<file path="src/rtl/uhs_pkg.sv">
package uhs_pkg;

  localparam logic RTS_READY = 1'b0;

  typedef enum logic {
    RTS_AUTO   = 1'b0,
    RTS_MANUAL = 1'b1
  } rts_mode_e;

  // raw automatic level: ready below threshold, busy at or above it
  function automatic logic rts_auto_level(input logic [15:0] cnt,
                                          input logic [15:0] thr,
                                          input logic        inv);
    logic busy;
    busy = (cnt >= thr);
    return (busy ? ~RTS_READY : RTS_READY) ^ inv;
  endfunction

  function automatic logic cts_holds(input logic synced,
                                     input logic en,
                                     input logic stop_lvl);
    return en && (synced == stop_lvl);
  endfunction

endpackage

</file>
<file path="src/rtl/uhs_sync.sv">
module uhs_sync #(
  parameter int STAGES = 2
) (
  input  logic clk,
  input  logic rst_n,
  input  logic d,
  output logic q
);
  logic [STAGES-1:0] chain;

  always_ff @(posedge clk or negedge rst_n) begin
    if (!rst_n) chain[0] <= 1'b0;
    else        chain[0] <= d;
  end

  for (genvar i = 1; i < STAGES; i++) begin : g_stage
    always_ff @(posedge clk or negedge rst_n) begin
      if (!rst_n) chain[i] <= 1'b0;
      else        chain[i] <= chain[i-1];
    end
  end

  assign q = chain[STAGES-1];

endmodule

</file>
<file path="src/rtl/uhs_cts_gate.sv">
module uhs_cts_gate
  import uhs_pkg::*;
#(
  parameter int SYNC_STAGES = 2
) (
  input  logic clk,
  input  logic rst_n,
  input  logic cts_in,
  input  logic cts_en,
  input  logic cts_stop_lvl,
  input  logic tx_start_req,
  output logic tx_allow,
  output logic tx_start_ok
);
  logic cts_synced;
  logic hold_evt;

  uhs_sync #(.STAGES(SYNC_STAGES)) u_sync (
    .clk  (clk),
    .rst_n(rst_n),
    .d    (cts_in),
    .q    (cts_synced)
  );

  assign hold_evt    = cts_holds(cts_synced, cts_en, cts_stop_lvl);
  assign tx_allow    = ~hold_evt;
  assign tx_start_ok = tx_start_req & tx_allow;

  // stop level held on the pin for the sync depth blocks transmit
  p_stop_blocks_r2: assert property (@(posedge clk) disable iff (!rst_n)
    (cts_en && $past(cts_in) == cts_stop_lvl && $past(cts_in, 2) == cts_stop_lvl
     && $past(rst_n, 2)) |-> !tx_allow);

  // disabled CTS never blocks
  p_cts_off_r3: assert property (@(posedge clk) disable iff (!rst_n)
    !cts_en |-> tx_allow);

  // no grant without a request
  p_grant_req_r4: assert property (@(posedge clk) disable iff (!rst_n)
    tx_start_ok |-> (tx_start_req && tx_allow));

endmodule

</file>
<file path="src/rtl/uhs_rts_drive.sv">
module uhs_rts_drive
  import uhs_pkg::*;
#(
  parameter int CNT_W = 5
) (
  input  logic             clk,
  input  logic             rst_n,
  input  logic [CNT_W-1:0] rx_count,
  input  logic             rts_en,
  input  logic             rts_mode,
  input  logic [CNT_W-1:0] rts_thresh,
  input  logic             rts_inv,
  input  logic             rts_sw_lvl,
  output logic             rts_n
);
  localparam int PADW = 16 - CNT_W;

  rts_mode_e  mode_q;
  logic       auto_lvl;
  logic       next_lvl;

  assign mode_q   = rts_mode_e'(rts_mode);
  assign auto_lvl = rts_auto_level({{PADW{1'b0}}, rx_count},
                                   {{PADW{1'b0}}, rts_thresh}, rts_inv);

  always_comb begin
    if (!rts_en)                 next_lvl = RTS_READY;
    else if (mode_q == RTS_AUTO) next_lvl = auto_lvl;
    else                         next_lvl = rts_sw_lvl;
  end

  always_ff @(posedge clk or negedge rst_n) begin
    if (!rst_n) rts_n <= RTS_READY;
    else        rts_n <= next_lvl;
  end

  // disabled output sits at ready
  p_off_ready_r8: assert property (@(posedge clk) disable iff (!rst_n)
    ($past(rst_n) && $past(!rts_en)) |-> rts_n == RTS_READY);

  // manual mode follows the software level
  p_manual_r7: assert property (@(posedge clk) disable iff (!rst_n)
    ($past(rst_n) && $past(rts_en && rts_mode)) |-> rts_n == $past(rts_sw_lvl));

  // below threshold without inversion reports ready
  p_auto_below_r5: assert property (@(posedge clk) disable iff (!rst_n)
    ($past(rst_n) && $past(rts_en && !rts_mode && !rts_inv && rx_count < rts_thresh))
    |-> rts_n == 1'b0);

  // inverted automatic level at or above threshold reads 0
  p_auto_inv_r6: assert property (@(posedge clk) disable iff (!rst_n)
    ($past(rst_n) && $past(rts_en && !rts_mode && rts_inv && rx_count >= rts_thresh))
    |-> rts_n == 1'b0);

endmodule

</file>
<file path="src/rtl/uart_handshake.sv">
module uart_handshake #(
  parameter int CNT_W       = 5,
  parameter int SYNC_STAGES = 2
) (
  input  logic             clk,
  input  logic             rst_n,
  input  logic             cts_in,
  input  logic             cts_en,
  input  logic             cts_stop_lvl,
  input  logic             tx_start_req,
  output logic             tx_allow,
  output logic             tx_start_ok,
  input  logic [CNT_W-1:0] rx_count,
  input  logic             rts_en,
  input  logic             rts_mode,
  input  logic [CNT_W-1:0] rts_thresh,
  input  logic             rts_inv,
  input  logic             rts_sw_lvl,
  output logic             rts_n
);

  uhs_cts_gate #(.SYNC_STAGES(SYNC_STAGES)) u_cts (
    .clk         (clk),
    .rst_n       (rst_n),
    .cts_in      (cts_in),
    .cts_en      (cts_en),
    .cts_stop_lvl(cts_stop_lvl),
    .tx_start_req(tx_start_req),
    .tx_allow    (tx_allow),
    .tx_start_ok (tx_start_ok)
  );

  uhs_rts_drive #(.CNT_W(CNT_W)) u_rts (
    .clk       (clk),
    .rst_n     (rst_n),
    .rx_count  (rx_count),
    .rts_en    (rts_en),
    .rts_mode  (rts_mode),
    .rts_thresh(rts_thresh),
    .rts_inv   (rts_inv),
    .rts_sw_lvl(rts_sw_lvl),
    .rts_n     (rts_n)
  );

  // reset leaves the RTS line ready
  p_reset_ready_r9: assert property (@(posedge clk)
    !rst_n |-> rts_n == 1'b0);

endmodule

</file>
<file path="config.mk">
export PLATFORM = sky130hd
export DESIGN_NAME = uart_handshake
export DESIGN_NICKNAME = d
export VERILOG_FILES = /design/src/rtl/uhs_pkg.sv /design/src/rtl/uhs_sync.sv /design/src/rtl/uhs_cts_gate.sv /design/src/rtl/uhs_rts_drive.sv /design/src/rtl/uart_handshake.sv
export SDC_FILE = /design/constraint.sdc
export NUM_CORES = 1
export LEC_CHECK = 0
export ABC_AREA = 1
export CAP_MARGIN = 20
export CORE_AREA = 2 2 39 41
export DETAILED_ROUTE_END_ITERATION = 10
export DIE_AREA = 0 0 41 43
export PLACE_DENSITY = 0.64
export SKIP_CTS_REPAIR_TIMING = 1
export SYNTH_ARGS = -nofsm -noshare
export SYNTH_HDL_FRONTEND = slang
export SYNTH_SLANG_ARGS = --single-unit
</file>
<file path="constraint.sdc">
create_clock -name clk -period 0.9 [get_ports clk]
set_input_delay 0.09 -clock clk [delete_from_list [all_inputs] [get_ports clk]]
set_output_delay 0.09 -clock clk [all_outputs]
set_load 0.03 [all_outputs]
</file>
-- Yosys cells after proc, flatten, opt, wreduce, memory -nomap -nowiden
Index checks and enable logic that the tools add are counted.
- $lt $le $gt $ge: 1
- eq/ne operators: 1
- mux-type cells: 3
- bitwise logic cells: 3
- reductions and logical operators: 1
- operators with widths (operator ; count):
    5-bit greater-or-equal comparator ; 1
    1-bit two-way mux ; 3
    1-bit bitwise AND ; 1
    1-bit == test ; 1
    1-bit logical AND ; 1
    1-bit NOT ; 1
    1-bit XOR ; 1
- register bits after elaboration: 3

-- Logic depth before layout (Yosys ltp)
- depth after elaboration: 5
- gate-level depth with buffers: 10
- mapped depth without buffers: 10

-- By module
Synthesis repeated with hierarchy kept, for this count alone.
- cell total of the unflattened synthesis: 41
- area total of the unflattened synthesis: 282.8 um^2
- by module, submodules not included (module ; instances ; cells each ; area an instance (um^2)):
    uhs_rts_drive ; 1 ; 32 ; 200.2
    uhs_sync ; 1 ; 2 ; 50.0
    uhs_cts_gate ; 1 ; 7 ; 32.5

-- Worst setup path after synthesis
No wires, ideal clock.
- path type: register -> output
- start point: register u_cts.u_sync.chain[1], in the netlist u_cts.u_sync.q
- end point: output tx_start_ok
- arrival time: 0.990 ns
- required time: 0.810 ns
- path slack: -0.180 ns
- stages on the path, launching flop included: 5
- path buffers: 0
- cells stage by stage: dfrtp_1 > xnor2_1 > nand2_1 > nand2_1 > inv_1
- word-level cells in the longest chain between the ends: 4
- RTL lines (what ; RTL line ; source):
    from (decl) ; uhs_sync.sv:9 ; logic [STAGES-1:0] chain;
    from (signal, indexed assignment) ; uhs_sync.sv:19 ; else chain[i] <= chain[i-1];
    1-bit == test ; uhs_pkg.sv:22 ; return en && (synced == stop_lvl);
    1-bit logical AND ; uhs_pkg.sv:22 ;
    1-bit NOT ; uhs_cts_gate.sv:26 ; assign tx_allow = ~hold_evt;
    named net tx_allow ; uart_handshake.sv:11 ; output logic tx_allow,
    1-bit bitwise AND ; uhs_cts_gate.sv:27 ; assign tx_start_ok = tx_start_req & tx_allow;
    to (decl) ; uart_handshake.sv:12 ; output logic tx_start_ok,
The timed path passes the listed nets, and every way through them passes these cells.

-- Worst setup path in the final report
- start point: register u_cts.u_sync.chain[1], in the netlist u_cts.u_sync.q
- end point: output tx_start_ok
- word-level cells in the longest chain between the ends: 4
- RTL lines (what ; RTL line):
    1-bit == test ; uhs_pkg.sv:22
    1-bit logical AND ; uhs_pkg.sv:22
    1-bit NOT ; uhs_cts_gate.sv:26
    1-bit bitwise AND ; uhs_cts_gate.sv:27
Every way passes these cells.

==> run metrics <==
final setup fails 2; cell depth of the worst setup path 5; most frequent cell after synthesis inv_1; most common cell type on the critical path nand2_2; clk_skew 0.00601 ns; Max VDD drop 0.000350 V; Tmin final 1.18 ns; Worst slew margin 91.0%; area occupied by multi-input gates 231 um^2; fillers 139; f_max 850 MHz; Syn Std Cell Area 265 um^2; crit-path leading delay family flip-flops; outcome finished, violations left; pwr dens 971 mW/mm^2; RSZ-0062 raised after global routing yes; crit path kind reg -> out; Worst-path clk slew 0.04 ns; Startpoint Class flip-flop; drt first pass iters 2; Die Ht 43 um; vias per cell 4.01; CP Max Fanout 2; final hold vios 0; Port Buffers 22; clock buffer depth 2; Yosys cell types 10; critical path cell sequence xnor2_2 -> nand2_2 -> nand2_2 -> inv_2 -> buf_6; most used flip-flop cell after synthesis dfrtp_1; hold slack 0.0376 ns; clk_lat worst skew 0.23 ns; synth cell count leaders 12 x inv_1, 11 x nand2_1, 5 x ha_1; Root Driver clkbuf_4; RD Place Congestion 0.664; Die Area 0.00176 mm^2; total wire length 618 um; Worst Max-Slew Pin Slew 0.134 ns; Seq/Total Area, Yosys 28.3%; post-synth net total 63; Leak 0.386 nW; vias 321; CP bufs+invs 2; number of max-cap violations 0; CTS tree built; R2R cell count 0; initial antenna violation count 0; Setup TNS Final -0.508 ns; Iteration-0 DRC Markers 1; final worst slack -0.276 ns; register area 75.1 um^2; GRT Util Overall 8.23%; diode count 0; R2R setup slack 0.44 ns; Yosys reg bits 3; Tcrit/Tclk final 131%; DRC Markers 0; top cell type's share of synthesized area 28.3%; Synth area leader dfrtp_1; Worst path max stage delay 0.39 ns; # clock sinks 3; CP arrival 1.09 ns; Hold Crit Class in -> async; vias in the first global route 284; die span in x 41 um; area delta synth->final 142%; share of cells above drive strength 1 39.1%; ys async rst share 100%; CP max stage cell dfrtp_1; top cells by area, synth dfrtp_1 28%, ha_1 24%, inv_1 17%, nand2_1 16%, nand3_1 3.8%; Core ar. 0.00138 mm^2; Post-synth EDFFs 0; Antenna Nets Post-Route 0; largest net degree at the start of global routing 4; dpl hpwl 557 um; failing checks setup timing; IO Count 23; Yosys warnings 0; WL/cell 7.73 um; Final Max Slew Viols 0; CTS Buf Count 3; Final Net Count 90; gr ovfl total 0; Required @ worst endpoint 0.81 ns; CP endpoint kind primary output; Syn Inst Count 38; initial core utilization 19.2%; Rows 14; CTS H-tree lvls 1; first-pass GRT wire length 952 um; syn avg cell area 6.98 um^2
==> state kept, by name (all words and copies together), names as in the netlist <==
register,flops
u_cts.u_sync.chain,1
u_cts.u_sync.q,1
u_rts.rts_n,1
==> where the power goes <==
group          total (mW)  internal [mW]  switching (mW)  leakage (nW)
clock network       0.234          0.166          0.0678        0.0150
logic               0.242          0.138           0.104         0.335
registers           0.147          0.144         0.00355        0.0361
total               0.623          0.448           0.175         0.386
==> cells by family after synthesis <==
family	Yosys count	synth area share (%)
compound gates	2	4.72
xor+xnor	1	3.30
fa+ha+maj	5	23.6
buf+inv	12	17.0
flops	3	28.3
simple gates	15	23.1
==> area by class of cell <==
cell class / count / area share, %
Tap cell: 16 / 3.12
Sequential cell: 3 / 11.7
Timing Repair Buffer: 22 / 37.6
Inverter: 12 / 7.41
Multi-Input combinational cell: 23 / 36.1
Clock buffer: 4 / 4.09
==> cells in the final DEF (no fill, tap or decap) <==
| cell | n |
|---|---|
| dlymetal6s2s_1 | 10 |
| clkdlybuf4s50_1 | 9 |
| inv_1 | 7 |
| nand2_1 | 6 |
| nand2_2 | 5 |
| inv_2 | 4 |
| ha_4 | 4 |
| clkbuf_4 | 3 |
| dfrtp_1 | 3 |
| nand3_2 | 2 |
| buf_4 | 2 |
| inv_4 | 1 |
| nor2_2 | 1 |
| a21oi_2 | 1 |
| nand4_1 | 1 |
| o21a_1 | 1 |
| xnor2_2 | 1 |
| ha_1 | 1 |
| clkbuf_1 | 1 |
| buf_6 | 1 |
==> metal layers <==
metal	vias to the layer above	part of all wire, %	global-route usage, %
met2	14	55	13.1
met5	-	0	0
met3	0	17	2.62
met4	0	0	8.00
met1	142	27	7.40
li1	165	-	-
==> through the flow <==
step | setup WS [ns] | instances | power [mW] | utilization [%] | cell area [um^2]
floorplan | -0.0396 | 38 | 0.260 | - | 327
global placement | -0.527 | 76 | 0.378 | 40.4 | 559
detailed placement | -0.548 | 76 | 0.383 | 40.4 | 559
CTS | -0.311 | 80 | 0.632 | 42.3 | 586
global route | -0.342 | 80 | 0.674 | 46.4 | 642
finish | -0.276 | 80 | 0.623 | 46.4 | 642
==> worst paths after layout <==
| check | startpoint | end |
|---|---|---|
| setup / recovery | u_cts.u_sync.q | tx_start_ok |
| hold / removal | rst_n | u_rts.rts_n |
| setup reg to reg | u_cts.u_sync.chain[0] | u_cts.u_sync.q |
| hold reg to reg | u_cts.u_sync.chain[0] | u_cts.u_sync.q |
| max in group asynchronous | rst_n | u_cts.u_sync.chain[0] |
| min in group clk | cts_in | u_cts.u_sync.chain[0] |
No activity file was read; power rests on OpenSTA's default activity.
